File: src/rtl/adc_emu_pkg.sv
package adc_emu_pkg;

  // Multiplexer setting, first serial bit in the MSB.
  typedef struct packed {
    logic single;
    logic odd;
  } mux_cfg_t;

  localparam mux_cfg_t MUX_CFG_RST = '{single: 1'b1, odd: 1'b0};
  localparam int       CFG_BITS    = $bits(mux_cfg_t);

  typedef enum logic [1:0] {
    SRC_CH0 = 2'd0,
    SRC_CH1 = 2'd1,
    SRC_P01 = 2'd2,
    SRC_P10 = 2'd3
  } src_t;

  function automatic src_t cfg_to_src(input mux_cfg_t c);
    src_t s;
    case ({c.single, c.odd})
      2'b10:   s = SRC_CH0;
      2'b11:   s = SRC_CH1;
      2'b00:   s = SRC_P01;
      default: s = SRC_P10;
    endcase
    return s;
  endfunction

endpackage

File: src/rtl/adc_emu_edge.sv
module adc_emu_edge #(
  parameter int           N       = 2,
  parameter logic [N-1:0] RST_VAL = '0
) (
  input  logic         clk,
  input  logic         rst,
  input  logic [N-1:0] din,
  output logic [N-1:0] rise,
  output logic [N-1:0] fall
);

  for (genvar i = 0; i < N; i++) begin : g_line
    logic prev_q;

    always_ff @(posedge clk) begin
      if (rst) prev_q <= RST_VAL[i];
      else     prev_q <= din[i];
    end

    assign rise[i] = din[i] & ~prev_q;
    assign fall[i] = ~din[i] & prev_q;
  end

endmodule

File: src/rtl/adc_emu_timer.sv
module adc_emu_timer #(
  parameter int CONV_CYCLES = 16
) (
  input  logic clk,
  input  logic rst,
  input  logic conv_lvl,
  input  logic start,
  input  logic abort,
  output logic busy,
  output logic sleep
);

  localparam int CW = $clog2(CONV_CYCLES + 1);

  logic [CW-1:0] cnt_q, cnt_d;
  logic          sleep_q;

  always_comb begin
    if (start)             cnt_d = CW'(CONV_CYCLES);
    else if (abort)        cnt_d = '0;
    else if (cnt_q != '0)  cnt_d = cnt_q - 1'b1;
    else                   cnt_d = '0;
  end

  always_ff @(posedge clk) begin
    if (rst) begin
      cnt_q   <= '0;
      sleep_q <= 1'b0;
    end else begin
      cnt_q   <= cnt_d;
      sleep_q <= conv_lvl && (cnt_d == '0);
    end
  end

  assign busy  = (cnt_q != '0);
  assign sleep = sleep_q;

endmodule

File: src/rtl/adc_emu_frame.sv
module adc_emu_frame
  import adc_emu_pkg::*;
#(
  parameter int DATA_W = 12
) (
  input  logic                   clk,
  input  logic                   rst,
  input  logic                   conv_lvl,
  input  logic                   conv_rise,
  input  logic                   conv_fall,
  input  logic                   sck_rise,
  input  logic                   sck_fall,
  input  logic                   sdi,
  input  logic [3:0][DATA_W-1:0] smp_bus,
  output logic                   sdo,
  output logic                   sdo_oe
);

  localparam int CNT_W = $clog2(CFG_BITS + 1);

  mux_cfg_t             cfg_q;
  logic [CFG_BITS-1:0]  cfg_sh_q;
  logic                 commit_q;
  logic [CNT_W-1:0]     sdi_cnt_q;
  logic [DATA_W-1:0]    hold_q;
  logic [DATA_W-1:0]    shreg_q;
  logic                 oe_q;
  mux_cfg_t             cfg_eff;
  src_t                 src_sel;

  // A setting completed on the previous clock is already in force.
  assign cfg_eff = commit_q ? mux_cfg_t'(cfg_sh_q) : cfg_q;
  assign src_sel = cfg_to_src(cfg_eff);

  always_ff @(posedge clk) begin
    if (rst) begin
      cfg_q     <= MUX_CFG_RST;
      cfg_sh_q  <= '0;
      commit_q  <= 1'b0;
      sdi_cnt_q <= '0;
      hold_q    <= '0;
      shreg_q   <= '0;
      oe_q      <= 1'b0;
    end else begin
      commit_q <= 1'b0;
      if (commit_q) cfg_q <= mux_cfg_t'(cfg_sh_q);

      if (conv_rise) begin
        hold_q <= smp_bus[src_sel];
        oe_q   <= 1'b0;
      end else if (conv_fall) begin
        oe_q      <= 1'b1;
        shreg_q   <= hold_q;
        sdi_cnt_q <= '0;
      end else if (oe_q && !conv_lvl) begin
        if (sck_fall) shreg_q <= {shreg_q[DATA_W-2:0], 1'b0};
        if (sck_rise && (sdi_cnt_q < CNT_W'(CFG_BITS))) begin
          cfg_sh_q  <= {cfg_sh_q[CFG_BITS-2:0], sdi};
          sdi_cnt_q <= sdi_cnt_q + 1'b1;
          commit_q  <= (sdi_cnt_q == CNT_W'(CFG_BITS - 1));
        end
      end
    end
  end

  assign sdo    = oe_q & shreg_q[DATA_W-1];
  assign sdo_oe = oe_q;

endmodule

File: src/rtl/adc_port_emu.sv
module adc_port_emu
  import adc_emu_pkg::*;
#(
  parameter int DATA_W      = 12,
  parameter int CONV_CYCLES = 16
) (
  input  logic              clk,
  input  logic              rst,
  input  logic              conv_i,
  input  logic              sck_i,
  input  logic              sdi_i,
  input  logic [DATA_W-1:0] smp_ch0_i,
  input  logic [DATA_W-1:0] smp_ch1_i,
  input  logic [DATA_W-1:0] smp_p01_i,
  input  logic [DATA_W-1:0] smp_p10_i,
  output logic              sdo_o,
  output logic              sdo_oe_o,
  output logic              busy_o,
  output logic              sleep_o,
  output logic              err_early_o,
  output logic              err_sck_o
);

  localparam int LINE_CONV = 0;
  localparam int LINE_SCK  = 1;

  logic [1:0]              line_rise, line_fall;
  logic [3:0][DATA_W-1:0]  smp_bus;
  logic                    busy;
  logic                    err_early_q, err_sck_q;

  assign smp_bus[SRC_CH0] = smp_ch0_i;
  assign smp_bus[SRC_CH1] = smp_ch1_i;
  assign smp_bus[SRC_P01] = smp_p01_i;
  assign smp_bus[SRC_P10] = smp_p10_i;

  // Convert idles high, shift clock idles low.
  adc_emu_edge #(.N(2), .RST_VAL(2'b01)) i_edge (
    .clk  (clk),
    .rst  (rst),
    .din  ({sck_i, conv_i}),
    .rise (line_rise),
    .fall (line_fall)
  );

  adc_emu_timer #(.CONV_CYCLES(CONV_CYCLES)) i_timer (
    .clk      (clk),
    .rst      (rst),
    .conv_lvl (conv_i),
    .start    (line_rise[LINE_CONV]),
    .abort    (line_fall[LINE_CONV]),
    .busy     (busy),
    .sleep    (sleep_o)
  );

  adc_emu_frame #(.DATA_W(DATA_W)) i_frame (
    .clk       (clk),
    .rst       (rst),
    .conv_lvl  (conv_i),
    .conv_rise (line_rise[LINE_CONV]),
    .conv_fall (line_fall[LINE_CONV]),
    .sck_rise  (line_rise[LINE_SCK]),
    .sck_fall  (line_fall[LINE_SCK]),
    .sdi       (sdi_i),
    .smp_bus   (smp_bus),
    .sdo       (sdo_o),
    .sdo_oe    (sdo_oe_o)
  );

  always_ff @(posedge clk) begin
    if (rst) begin
      err_early_q <= 1'b0;
      err_sck_q   <= 1'b0;
    end else begin
      err_early_q <= line_fall[LINE_CONV] & busy;
      err_sck_q   <= line_rise[LINE_SCK] & conv_i;
    end
  end

  assign busy_o      = busy;
  assign err_early_o = err_early_q;
  assign err_sck_o   = err_sck_q;

endmodule

File: config.mk
export PLATFORM = sky130hd
export DESIGN_NAME = adc_port_emu
export DESIGN_NICKNAME = d
export VERILOG_FILES = /design/src/rtl/adc_emu_pkg.sv /design/src/rtl/adc_emu_edge.sv /design/src/rtl/adc_emu_timer.sv /design/src/rtl/adc_emu_frame.sv /design/src/rtl/adc_port_emu.sv
export SDC_FILE = /design/constraint.sdc
export NUM_CORES = 1
export LEC_CHECK = 0
export ABC_AREA = 1
export BUFFER_PORTS_ARGS = -buffer_cell sky130_fd_sc_hd__buf_2
export CAP_MARGIN = 20
export CORE_AREA = 4 4 78 80
export DETAILED_ROUTE_END_ITERATION = 6
export DIE_AREA = 0 0 82 84
export PLACE_DENSITY = 0.79
export SLEW_MARGIN = 20
export SYNTH_ARGS = -nofsm -noshare
export SYNTH_HDL_FRONTEND = slang
export SYNTH_SLANG_ARGS = --single-unit
export TNS_END_PERCENT = 100
File: constraint.sdc
create_clock -name clk -period 3.35 [get_ports clk]
set_input_delay 0.67 -clock clk [delete_from_list [all_inputs] [get_ports clk]]
set_output_delay 0.67 -clock clk [all_outputs]
set_load 0.02 [all_outputs]
# Word level (Yosys, flattened, before mapping)
# Index checks and enable logic that the tools add are counted.
# W data, S select, Z words.
# totals
input_bits	53
wordCells	64
ff_bits	42
# classes
n_lt_le_gt_ge	2
add_sub_neg	2
n_bitwise	15
eq_ne	3
n_mux	13
n_reduce_logical	15
# op_table
cell	n
$mux W12	4
$bmux W12 S2	1
$mux W5	3
$mux W2	4
$not A1 Y1	8
$and A1 B1 Y1	7
$pmux W2 S3	1
$reduce_and A3 Y1	2
$reduce_bool A2 Y1	3
$logic_not A5 Y1	1
$reduce_bool A5 Y1	1
$reduce_or A5 Y1	1
$sub A5 B1 Y5 const B	1
$eq A2 B2 Y1 const B	2
$reduce_and A4 Y1	1
$logic_and A1 B1 Y1	3
$lt A2 B3 Y1 const B	1
$add A2 B1 Y2 const B	1
$eq A2 B1 Y1 const B	1
$logic_not A2 Y1	1
$lt A2 B2 Y1 const B	1
$reduce_or A2 Y1	1
$logic_not A1 Y1	1

# Longest topological paths before layout
# depth
depth_word	6
mapped_depth	10
depth_no_buf	10

# Cells and area by module
# Synthesis repeated with hierarchy kept, for this count alone.
# unflattened
hier_cells	385
hier_area_um2	2348.5
# modules_own_cells
module	n_inst	seq_area_each_um2	cells_per_inst	area_per_inst_um2
adc_emu_frame	1	640.6	314	1890.6
adc_emu_timer	1	120.1	52	321.6
adc_emu_edge	1	40.0	13	81.3
adc_port_emu	1	40.0	6	55.1

# Worst setup path after synthesis
# No wires, ideal clock.
# synth_timing
kind	input-to-reg
from	in conv_i
to	reg i_frame.shreg_q[10]
t_required_ns	3.231
t_arrival_ns	1.644
setup_slack_ns	1.587
path_stages	8
path_cell_list	inv_1 -> ha_1 -> inv_2 -> o21ai_0 -> nand3_1 -> buf_2 -> o21ai_0 -> a21oi_1
# synth_between
elab_chain_len	4
word_cells_on_any_way	10
# synth_lines
item	line_no	rtl
start: declaration	adc_port_emu.sv:9	input logic conv_i,
$not A1 Y1 / $logic_not A1 Y1 (equally long branches)	adc_emu_edge.sv:21, adc_emu_frame.sv:55	
$and A1 B1 Y1 / $logic_and A1 B1 Y1 (equally long branches)	adc_emu_edge.sv:21, adc_emu_frame.sv:55	
$reduce_bool A2 Y1 (no line)	--	
$reduce_and A3 Y1 (no line)	--	
end signal: assignment	adc_emu_frame.sv:53	shreg_q <= hold_q;
end signal: assignment	adc_emu_frame.sv:56	if (sck_fall) shreg_q <= {shreg_q[DATA_W-2:0], 1'b0};
end: declaration	adc_emu_frame.sv:26	logic [DATA_W-1:0] shreg_q;
# Several ways; a longest one is shown, not always the timed one.
# A chain may end at the register's enable or synchronous reset.

# Final worst setup path
# layout_timing
from	in conv_i
to	reg i_frame.shreg_q[1]
# The elaborated chain is that of the path after synthesis.

==> run_summary.xml <==
<?xml version="1.0" encoding="UTF-8"?>
<metrics>
  <group name="setup_path">
    <metric name="cp_max_delay_cell" unit="">sky130_fd_sc_hd__nand3_1</metric>
    <metric name="crit_arrival" unit="ps">2510</metric>
    <metric name="cell_chain_of_the_critical_path" unit="">buf_2 &gt; inv_1 &gt; ha_1 &gt; buf_4 &gt; inv_2 &gt; o21ai_0 &gt; nand3_1 &gt; o21ai_0 &gt; a21oi_1</metric>
    <metric name="startpoint" unit="">conv_i</metric>
    <metric name="cp_common_cell" unit="">sky130_fd_sc_hd__o21ai_0</metric>
    <metric name="setup.reg_to_reg.worst_slack" unit="ps">1250</metric>
    <metric name="reg2reg_to" unit="">i_frame.shreg_q[1]$_SDFFE_PP0P_</metric>
    <metric name="path_buf_inv" unit="">4</metric>
    <metric name="critical_path_class" unit="">in2reg</metric>
    <metric name="slowest_delay" unit="ps">530</metric>
    <metric name="worst_endpoint_required_time" unit="ps">3500</metric>
    <metric name="crit_path_end_kind" unit="">flop</metric>
    <metric name="worstRegToRegCells" unit="">7</metric>
    <metric name="critical_path.startpoint_type" unit="">input pin</metric>
    <metric name="path_delay_family" unit="">compound AO/OA/AOI/OAI gates</metric>
    <metric name="cp_max_fo" unit="">24</metric>
    <metric name="rr_startpoint" unit="">i_edge.g_line[0].prev_q$_SDFF_PP1_</metric>
  </group>
  <group name="floorplan">
    <metric name="core_area" unit="mm2">0.005405</metric>
    <metric name="dieArea" unit="mm2">0.006888</metric>
    <metric name="core.rowCount" unit="">27</metric>
    <metric name="die_width" unit="um">82</metric>
    <metric name="initial_core_util" unit="%">43.70</metric>
    <metric name="ios" unit="">59</metric>
    <metric name="die_height" unit="um">84</metric>
  </group>
  <group name="hold_path">
    <metric name="hp-start" unit="">i_frame.shreg_q[7]$_SDFFE_PP0P_</metric>
    <metric name="min_to" unit="">i_frame.shreg_q[7]$_SDFFE_PP0P_</metric>
    <metric name="whs_path_depth" unit="">2</metric>
    <metric name="hold_crit_path_type" unit="">reg2reg</metric>
  </group>
  <group name="yosys">
    <metric name="synth_area" unit="mm2">0.002362</metric>
    <metric name="syn-instance-count" unit="">373</metric>
    <metric name="synth_edf_count" unit="">0</metric>
    <metric name="synth_top_area_share" unit="%">35.59</metric>
    <metric name="seq_area_frac_synth" unit="%">35.59</metric>
    <metric name="async_set_or_reset_register_ratio_after_synthesis" unit="%">0</metric>
    <metric name="synth.ff_latch_count" unit="">42</metric>
    <metric name="synth_cell_types" unit="">25</metric>
    <metric name="synth_fp_nets" unit="">431</metric>
    <metric name="synth.top_cells.by_count" unit="">sky130_fd_sc_hd__nand2_1, sky130_fd_sc_hd__inv_1, sky130_fd_sc_hd__dfxtp_1</metric>
    <metric name="synth.largest_area_cell" unit="">sky130_fd_sc_hd__dfxtp_1</metric>
    <metric name="synth-main-ff-cell" unit="">sky130_fd_sc_hd__dfxtp_1</metric>
    <metric name="synth.top_cells.by_area" unit="">sky130_fd_sc_hd__dfxtp_1, sky130_fd_sc_hd__nand2_1, sky130_fd_sc_hd__inv_1</metric>
    <metric name="postSynthAreaPerCell" unit="um2">6.333</metric>
    <metric name="ys.warnings.count" unit="">0</metric>
    <metric name="yosys.cell_count.top_type" unit="">sky130_fd_sc_hd__nand2_1</metric>
  </group>
  <group name="global_routing">
    <metric name="grt_start_max_net_pins" unit="">46</metric>
    <metric name="grt_pass1_wl" unit="um">8197</metric>
    <metric name="grt_remaining_overflow" unit="">0</metric>
    <metric name="grt_usage" unit="%">14.78</metric>
    <metric name="antenna_violations_before_repair" unit="">0</metric>
    <metric name="number_of_global_route_vias_before_repair" unit="">1893</metric>
  </group>
  <group name="final_layout">
    <metric name="layout.nets" unit="">481</metric>
    <metric name="final_util" unit="%">50.72</metric>
    <metric name="num_antenna_cells" unit="">0</metric>
    <metric name="multi_input_area" unit="mm2">0.001160</metric>
    <metric name="layout.filler_cells" unit="">538</metric>
    <metric name="final-seq-area" unit="um2">840.8</metric>
    <metric name="syn2layout_area_growth" unit="%">16.05</metric>
    <metric name="final_cell_count_no_fill" unit="">494</metric>
    <metric name="drive_gt1_share" unit="%">18.48</metric>
    <metric name="finish.instance_area" unit="mm2">0.002741</metric>
  </group>
  <group name="drt">
    <metric name="drt_via_density" unit="">4.545</metric>
    <metric name="detail_route.iter0.violations" unit="">130</metric>
    <metric name="antenna_left" unit="">0</metric>
    <metric name="drc" unit="">0</metric>
    <metric name="avgRoutedWirePerCell" unit="um">9.791</metric>
    <metric name="vias" unit="">2245</metric>
    <metric name="drtPass1Iterations" unit="">4</metric>
    <metric name="drt_wl_total" unit="um">4837</metric>
  </group>
  <group name="clock_tree">
    <metric name="ctsHtreeMaxLevel" unit="">2</metric>
    <metric name="clock_edge_transition_at_the_registers_on_the_reported_setup_and_hold_paths" unit="ps">70</metric>
    <metric name="cts_hold_buffers_added" unit="">0</metric>
    <metric name="clk_root_buffer_cell" unit="">sky130_fd_sc_hd__clkbuf_8</metric>
    <metric name="number_of_buffers_inserted_by_post_cts_setup_repair" unit="">0</metric>
    <metric name="tritoncts_buffers" unit="">5</metric>
    <metric name="tritoncts" unit="">done</metric>
    <metric name="sink_count_of_the_clock_tree" unit="">42</metric>
    <metric name="clk-insertion-delay-late" unit="ps">290</metric>
    <metric name="cts.path.max_buffers" unit="">2</metric>
    <metric name="cts_resized" unit="">0</metric>
  </group>
  <group name="job">
    <metric name="maxCapViolCount" unit="">0</metric>
  </group>
  <group name="timing">
    <metric name="final-setup-viol-count" unit="">0</metric>
    <metric name="slew_headroom" unit="%">51.58</metric>
    <metric name="slew_viol_final" unit="">0</metric>
    <metric name="final_min_period_over_clock_period" unit="%">70.40</metric>
    <metric name="layout_setup_ws" unit="ps">991.7</metric>
    <metric name="final_hold_viol_count" unit="">0</metric>
    <metric name="clock_skew" unit="ps">7.104</metric>
    <metric name="final.setup.tns" unit="ps">0</metric>
    <metric name="setup_repair_after_global_routing_missed_its_margin" unit="">no</metric>
    <metric name="hold-worst-slack" unit="ps">451.0</metric>
    <metric name="tightestPinTransition" unit="ps">724.2</metric>
    <metric name="max_freq" unit="GHz">0.4240</metric>
    <metric name="finalWorstPathRequiredPeriod" unit="ps">2358</metric>
  </group>
  <group name="place">
    <metric name="placed_cells" unit="">488</metric>
    <metric name="postPlaceCellArea" unit="mm2">0.002659</metric>
    <metric name="post-place-ws" unit="ps">744.8</metric>
    <metric name="gp_routability_congestion" unit="">0.8935</metric>
    <metric name="count_of_port_buffers_added_during_placement" unit="">58</metric>
    <metric name="detailed_place_hpwl" unit="um">3667</metric>
  </group>
  <group name="power_and_ir_drop">
    <metric name="irDropWorstVdd" unit="uV">358.7</metric>
    <metric name="design_power_total" unit="mW">1.346</metric>
    <metric name="static-leakage-power" unit="nW">1.400</metric>
    <metric name="power_density" unit="mW/mm2">490.8</metric>
  </group>
  <group name="run_status">
    <metric name="result_of_the_run" unit="">finished, final reports clean</metric>
  </group>
</metrics>
[layout by cell type (no fill, tap or decap), drive strengths merged]
| cell | synthesis | layout |
|---|---|---|
| o21ai | 38 | 38 |
| nand3 | 26 | 26 |
| nor2 | 37 | 37 |
| a21boi | 1 | 1 |
| clkbuf | 5 | 6 |
| inv | 70 | 70 |
| ha | 5 | 5 |
| nor3 | 3 | 3 |
| a21oi | 30 | 30 |
| o31ai | 1 | 1 |
| o211ai | 1 | 1 |
| xnor2 | 1 | 1 |
| or2 | 11 | 11 |
| dfxtp | 42 | 42 |
| nand2 | 90 | 90 |
| buf | 12 | 60 |
[worst max-delay path by stage]
stage | end | slack (ps) | depth (start not counted)
after floorplan | i_frame.shreg_q[10]$_SDFFE_PP0P_ | 1590 | 8
after global placement | i_frame.shreg_q[3]$_SDFFE_PP0P_ | 890 | 9
after detailed placement | i_frame.shreg_q[1]$_SDFFE_PP0P_ | 740 | 9
after CTS | i_frame.shreg_q[1]$_SDFFE_PP0P_ | 1020 | 9
after global routing | i_frame.shreg_q[1]$_SDFFE_PP0P_ | 800 | 9
final | i_frame.shreg_q[1]$_SDFFE_PP0P_ | 990 | 9
[worst reg2reg max path, stage by stage, from the launching register on]
cell	delay, ps
sky130_fd_sc_hd__dfxtp_1	340
sky130_fd_sc_hd__inv_1	50
sky130_fd_sc_hd__ha_1	160
sky130_fd_sc_hd__buf_4	220
sky130_fd_sc_hd__inv_1	170
sky130_fd_sc_hd__nand3_1	530
sky130_fd_sc_hd__o21ai_0	430
sky130_fd_sc_hd__a21oi_1	70
[layout make-up]
cell class	count	share of cell area [%]
clock buffer	6	3.012
inverter	70	9.585
tap	72	3.286
multi-input combinational	244	42.31
sequential	42	30.67
timing repair buffer	60	11.14
[flip-flops by register name, indices dropped and copies added (netlist names)]
signal / flops
err_early_o: 1
err_sck_o: 1
i_edge.g_line.prev_q: 2
i_frame.cfg_q: 2
i_frame.cfg_sh_q: 2
i_frame.commit_q: 1
i_frame.hold_q: 12
i_frame.sdi_cnt_q: 2
i_frame.sdo_oe: 1
i_frame.shreg_q: 12
i_timer.cnt_q: 5
i_timer.sleep: 1
[logic make-up (layout without fill, tap and decap cells)]
logic type | count (synthesis) | count (layout) | synth area share [%]
flip-flops | 42 | 42 | 35.59
buffers and inverters | 87 | 136 | 15.31
XOR/XNOR | 1 | 1 | 0.3708
AND/OR/NAND/NOR | 167 | 167 | 30.08
adder cells (fa/ha/maj) | 5 | 5 | 2.648
AO/OA/AOI/OAI | 71 | 71 | 16.00
[metal layers]
metal / track usage (%) / vias to the layer above / wire length, um
met1: 19.83 / 943 / 2374
met3: 3.132 / 7 / 264
met5: 0 / - / 0
li1: - / 1237 / -
met2: 22.48 / 58 / 2112
met4: 6.344 / 0 / 85
[where the power goes]
group	total [mW]	internal [mW]	leakage, nW	switching [mW]
sequential	0.586	0.558	0.343	0.0276
clock	0.316	0.159	0.0431	0.157
combinational	0.444	0.165	1.01	0.279
total	1.35	0.881	1.40	0.464
(Power assumes the default switching activity.)
